**src/rtl/wdt_pkg.sv**
```systemverilog
package wdt_pkg;
    parameter int WDT_CNT_W_DEF    = 16;
    parameter int WDT_DIV_LOG2_DEF = 4;

    typedef struct packed {
        logic en;
        logic nmi;
    } wdt_gate_t;
endpackage

```
**src/rtl/wdt_prescale.sv**
```systemverilog
module wdt_prescale #(
    parameter int DIV_LOG2 = 4
) (
    input  logic clk,
    input  logic rst_n,
    input  logic tick_i,
    input  logic sleep_i,
    input  logic clr_i,
    output logic carry_o
);
    localparam logic [DIV_LOG2-1:0] PRE_LAST = '1;

    typedef struct packed {
        logic [DIV_LOG2-1:0] pre;
    } pre_state_t;

    pre_state_t st_d, st_q;
    logic       live;

    always_comb begin
        st_d    = st_q;
        live    = tick_i & ~sleep_i;
        carry_o = live & (st_q.pre == PRE_LAST) & ~clr_i;
        if (clr_i) begin
            st_d.pre = '0;
        end else if (live) begin
            st_d.pre = st_q.pre + 1'b1;
        end
    end

    always_ff @(posedge clk or negedge rst_n) begin
        if (!rst_n) st_q <= '0;
        else        st_q <= st_d;
    end
endmodule

```
**src/rtl/wdt_count.sv**
```systemverilog
module wdt_count #(
    parameter int CNT_W = 16
) (
    input  logic             clk,
    input  logic             rst_n,
    input  logic             step_i,
    input  logic             clr_i,
    output logic [CNT_W-1:0] count_o,
    output logic             wrap_o
);
    typedef struct packed {
        logic [CNT_W-1:0] cnt;
    } cnt_state_t;

    cnt_state_t st_d, st_q;

    always_comb begin
        st_d   = st_q;
        wrap_o = step_i & (&st_q.cnt) & ~clr_i;
        if (clr_i) begin
            st_d.cnt = '0;
        end else if (step_i) begin
            st_d.cnt = st_q.cnt + 1'b1;
        end
    end

    always_ff @(posedge clk or negedge rst_n) begin
        if (!rst_n) st_q <= '0;
        else        st_q <= st_d;
    end

    assign count_o = st_q.cnt;
endmodule

```
**src/rtl/wdt_nmi_gate.sv**
```systemverilog
module wdt_nmi_gate
    import wdt_pkg::*;
(
    input  logic clk,
    input  logic rst_n,
    input  logic en_wr_i,
    input  logic en_wdata_i,
    input  logic wrap_i,
    output logic nmi_o,
    output logic en_o
);
    wdt_gate_t st_d, st_q;

    always_comb begin
        st_d     = st_q;
        // wrap is judged against the enable held before this edge
        st_d.nmi = wrap_i & st_q.en;
        if (en_wr_i) begin
            st_d.en = en_wdata_i;
        end
    end

    always_ff @(posedge clk or negedge rst_n) begin
        if (!rst_n) begin
            st_q.en  <= 1'b1;
            st_q.nmi <= 1'b0;
        end else begin
            st_q <= st_d;
        end
    end

    assign nmi_o = st_q.nmi;
    assign en_o  = st_q.en;
endmodule

```
**src/rtl/wdt_always_on.sv**
```systemverilog
module wdt_always_on
    import wdt_pkg::*;
#(
    parameter int CNT_W    = WDT_CNT_W_DEF,
    parameter int DIV_LOG2 = WDT_DIV_LOG2_DEF
) (
    input  logic             clk,
    input  logic             rst_n,
    input  logic             lsclk_tick_i,
    input  logic             sleep_i,
    input  logic             wdt_clr_i,
    input  logic             nmi_en_wr_i,
    input  logic             nmi_en_wdata_i,
    output logic             nmi_o,
    output logic [CNT_W-1:0] count_o
);
    logic pre_carry;
    logic cnt_wrap;
    logic nmi_en;

    wdt_prescale #(.DIV_LOG2(DIV_LOG2)) u_pre (
        .clk     (clk),
        .rst_n   (rst_n),
        .tick_i  (lsclk_tick_i),
        .sleep_i (sleep_i),
        .clr_i   (wdt_clr_i),
        .carry_o (pre_carry)
    );

    wdt_count #(.CNT_W(CNT_W)) u_cnt (
        .clk     (clk),
        .rst_n   (rst_n),
        .step_i  (pre_carry),
        .clr_i   (wdt_clr_i),
        .count_o (count_o),
        .wrap_o  (cnt_wrap)
    );

    wdt_nmi_gate u_gate (
        .clk        (clk),
        .rst_n      (rst_n),
        .en_wr_i    (nmi_en_wr_i),
        .en_wdata_i (nmi_en_wdata_i),
        .wrap_i     (cnt_wrap),
        .nmi_o      (nmi_o),
        .en_o       (nmi_en)
    );
endmodule

```
**config.mk**
```make
export PLATFORM = sky130hd
export DESIGN_NAME = wdt_always_on
export DESIGN_NICKNAME = d
export VERILOG_FILES = /design/src/rtl/wdt_pkg.sv /design/src/rtl/wdt_prescale.sv /design/src/rtl/wdt_count.sv /design/src/rtl/wdt_nmi_gate.sv /design/src/rtl/wdt_always_on.sv
export SDC_FILE = /design/constraint.sdc
export NUM_CORES = 1
export LEC_CHECK = 0
export ABC_AREA = 1
export BUFFER_PORTS_ARGS = -buffer_cell sky130_fd_sc_hd__buf_2
export CAP_MARGIN = 20
export CORE_MARGIN = 10
export CORE_UTILIZATION = 53
export DETAILED_ROUTE_END_ITERATION = 10
export HOLD_SLACK_MARGIN = 0.02
export PLACE_DENSITY = 0.82
export SYNTH_ARGS = -nofsm -noshare
export SYNTH_HDL_FRONTEND = slang
export SYNTH_SLANG_ARGS = --single-unit
```
**constraint.sdc**
```tcl
create_clock -name clk -period 1.95 [get_ports clk]
set_clock_uncertainty 0.15 [all_clocks]
set_input_delay 0.0975 -clock clk [delete_from_list [all_inputs] [get_ports clk]]
set_output_delay 0.0975 -clock clk [all_outputs]
set_load 0.01 [all_outputs]
```
==> reports/metrics.cfg <==
[synth]
synth_top_family_by_area=simple AND/OR/NAND/NOR gates
synth-adder-area-share_pct=2.03
synthMuxAreaShare_pct=0.916
synth_top_cell_area_share_pct=42.7
yosys.area.top_type=dfrtp_1
yosysSeqAreaShare_pct=44.9
yosys.area_share.xor_xnor_pct=0
yosysWarningCount=0
postSynthNetCount=175
synth.avg_cell_area_um2=7.41
netlist-cell-type-count=22
synth_compound_gate_area_share_pct=7.53
synth_simple_gate_area_share_pct=37.9
ys_top_cells_by_area=dfrtp_1, nand2_1, nor2_1, inv_1, a21oi_1
synth.ff_latch_count=22
syn-instance-count=166
synthesized_cell_area_mm2=0.00123

[clock_network]
cts-htree-levels=1
cts-buffers-inserted=3
clk_latency_ns=0.30
tritoncts=yes
cts.sinks=22
clk_transition_reported_paths_ns=0.12
max-clock-path-buffers=2
post_cts.resized_instances=0
clk_root_buffer_cell=clkbuf_4

[routing]
route.detailed.vias_per_inst=5.12
drt_first_iter_violations=72
drc=0
via_count=1162
router_iterations_before_antenna_repair=4
finalWirelength_mm=2.93
final_antenna_net_count=0
detail_route.wl_per_cell_um=12.9

[setup_path]
cp.required_ns=2.04
cp-end-kind=register
crit_fanout=3
series_of_cell_instances_along_the_critical_path=ha_1 > nor2_1 > a211oi_1 > dlygate4sd3_1
worst_ep_arrival_time_ns=1.82
worst_path_largest_cell_delay_ns=0.59
timing_worst_setup_path_type=reg2reg
timing.critical_path.from_type=register
rr_worst_depth=4
library_cell_contributing_the_largest_single_delay_on_the_critical_path=dlygate4sd3_1

[sta]
final_min_period_over_clock_period_pct=88.5
number_of_max_slew_violations_in_the_final_report=0
number_of_failing_hold_endpoints_at_the_final_stage=0
peak_clock_frequency_supported_by_timing_mhz=579
timing.final.setup_violations=0
setup_total_negative_slack_ns=0
final_critical_path_setup_slack_ns=0.224
rsz0062_at_grt=false
remaining_max_slew_budget_at_the_tightest_pin_pct=64.1
fin_crit_ns=1.73
max_slew.worst_pin.slew_ns=0.539

[hold_path]
hold_path.class=in2async

[global_routing]
grtUsageTotal_pct=13.4
grt_pass1_vias=1156
gr-total-overflow=0
grt_antenna_before_repair=0
largest_net_degree_at_the_start_of_global_routing=23
first_pass_grt_wire_length_mm=4.90

[final_layout]
final_common_cell=nand2_1
most-common-layout-cells=nand2_1, nor2_1, buf_2
final_net_count=209
layout-drive-gt1-share_pct=18.6
area_growth_syn_to_layout_pct=19.4
diodes=0

[floorplan]
die_w_um=68.2
initial_utilization_pct=55.6
area_of_the_die_mm2=0.00465
num_io_pins=24
chipHeight_um=68.2
design.core.area_mm2=0.00221
placementRows=17

[pwr]
power.density_cell_area_mw_per_mm2=498
cellLeakagePower_nw=0.726
peakVddDrop_mv=0.448

[placement]
detailedPlacementHpwl_mm=2.15
io_buffer_count=23
finalWeightedCongestion=0.894
dp_worst_slack_ns=0.272

[flow_run]
maxCapViolations=0

[status]
result_of_the_run=complete, no violations

-- cells in the mapped netlist --
library cell   n
a211oi_1       1
a21oi_1       10
and2_1         2
buf_6          1
clkbuf_1       1
dfrtp_1       21
dfstp_2        1
ha_1           2
inv_1         18
mux2_2         1
nand2_1       40
nand3_1       10
nand4_1        2
nor2_1        35
nor2_2         4
nor2_4         2
nor2_8         1
nor3_1         5
nor3_2         1
nor3b_1        1
o21ai_0        6
o21ai_1        1
-- report_power, final --
part	internal (W)	switching, W
Sequential	0.000463	0.00000359
Combinational	0.0000244	0.0000316
Clock	0.0000796	0.000130
-- routing by layer --
layer  global-route usage (%)  vias up  share of wire, %
li1                         -      590                 -
met1                     16.5      530                46
met2                     21.3       36                46
met3                     3.43        6               7.2
met4                     6.53        0               1.3
met5                        0        -                 0
-- cell families after synthesis --
kind of cell / count (synthesis)
buffers and inverters: 20
adder cells (fa/ha/maj): 2
AND/OR/NAND/NOR: 103
flip-flops: 22
multiplexers: 1
AO/OA/AOI/OAI: 18
-- critical path, delay by kind of cell, from the launching register on --
| family | cells | cell delay, ns |
|---|---|---|
| compound gates | 1 | 0.19 |
| buf+inv | 1 | 0.59 |
| simple gates | 1 | 0.04 |
| fa+ha+maj | 1 | 0.29 |
| flops | 1 | 0.42 |
-- state kept, by name, indices dropped and copies added, names as in the netlist --
register	count
u_gate.en_o	1
u_gate.nmi_o	1
u_pre.st_q	4
u_cnt.count_o	16
-- metrics by stage --
step                      total power [W]  hold WS (ns)  std cells  cell area [um2]  util [%]
after floorplan                  0.000495        -0.348        166             1230         -
after global placement           0.000514       -0.0713        216             1370      62.0
after detailed placement         0.000517       -0.0630        216             1370      62.0
after CTS                        0.000735         0.131        227             1470      66.4
after global routing             0.000766         0.152        227             1470      66.4
final                            0.000732         0.116        227             1470      66.4
-- layout make-up --
cell class	instances	area [um2]
inverters	18	67.6
clock buffers	4	26.3
flip-flops and latches	22	552
well taps	28	35.0
multi-input cells	124	596
repair buffers	31	193
fillers	185	743
-- what timing repair did --
action | 4_1_cts | 5_1_grt
setup buffers | 0 | 0
hold endpoints to repair | 28 | 0
hold buffers | 7 | 0
-- final timing paths --
kind	from	endpoint	slack, ns
max	u_pre.st_q[0]	u_pre.st_q[1]	0.22
min	rst_n	u_cnt.count_o[4]	0.12
max reg2reg	u_pre.st_q[0]	u_pre.st_q[1]	0.22
min reg2reg	u_gate.en_o	u_gate.nmi_o	0.40
max in group asynchronous	rst_n	u_gate.en_o	1.17
min in group clk	u_gate.en_o	u_gate.nmi_o	0.40
(Power assumes the default switching activity.)
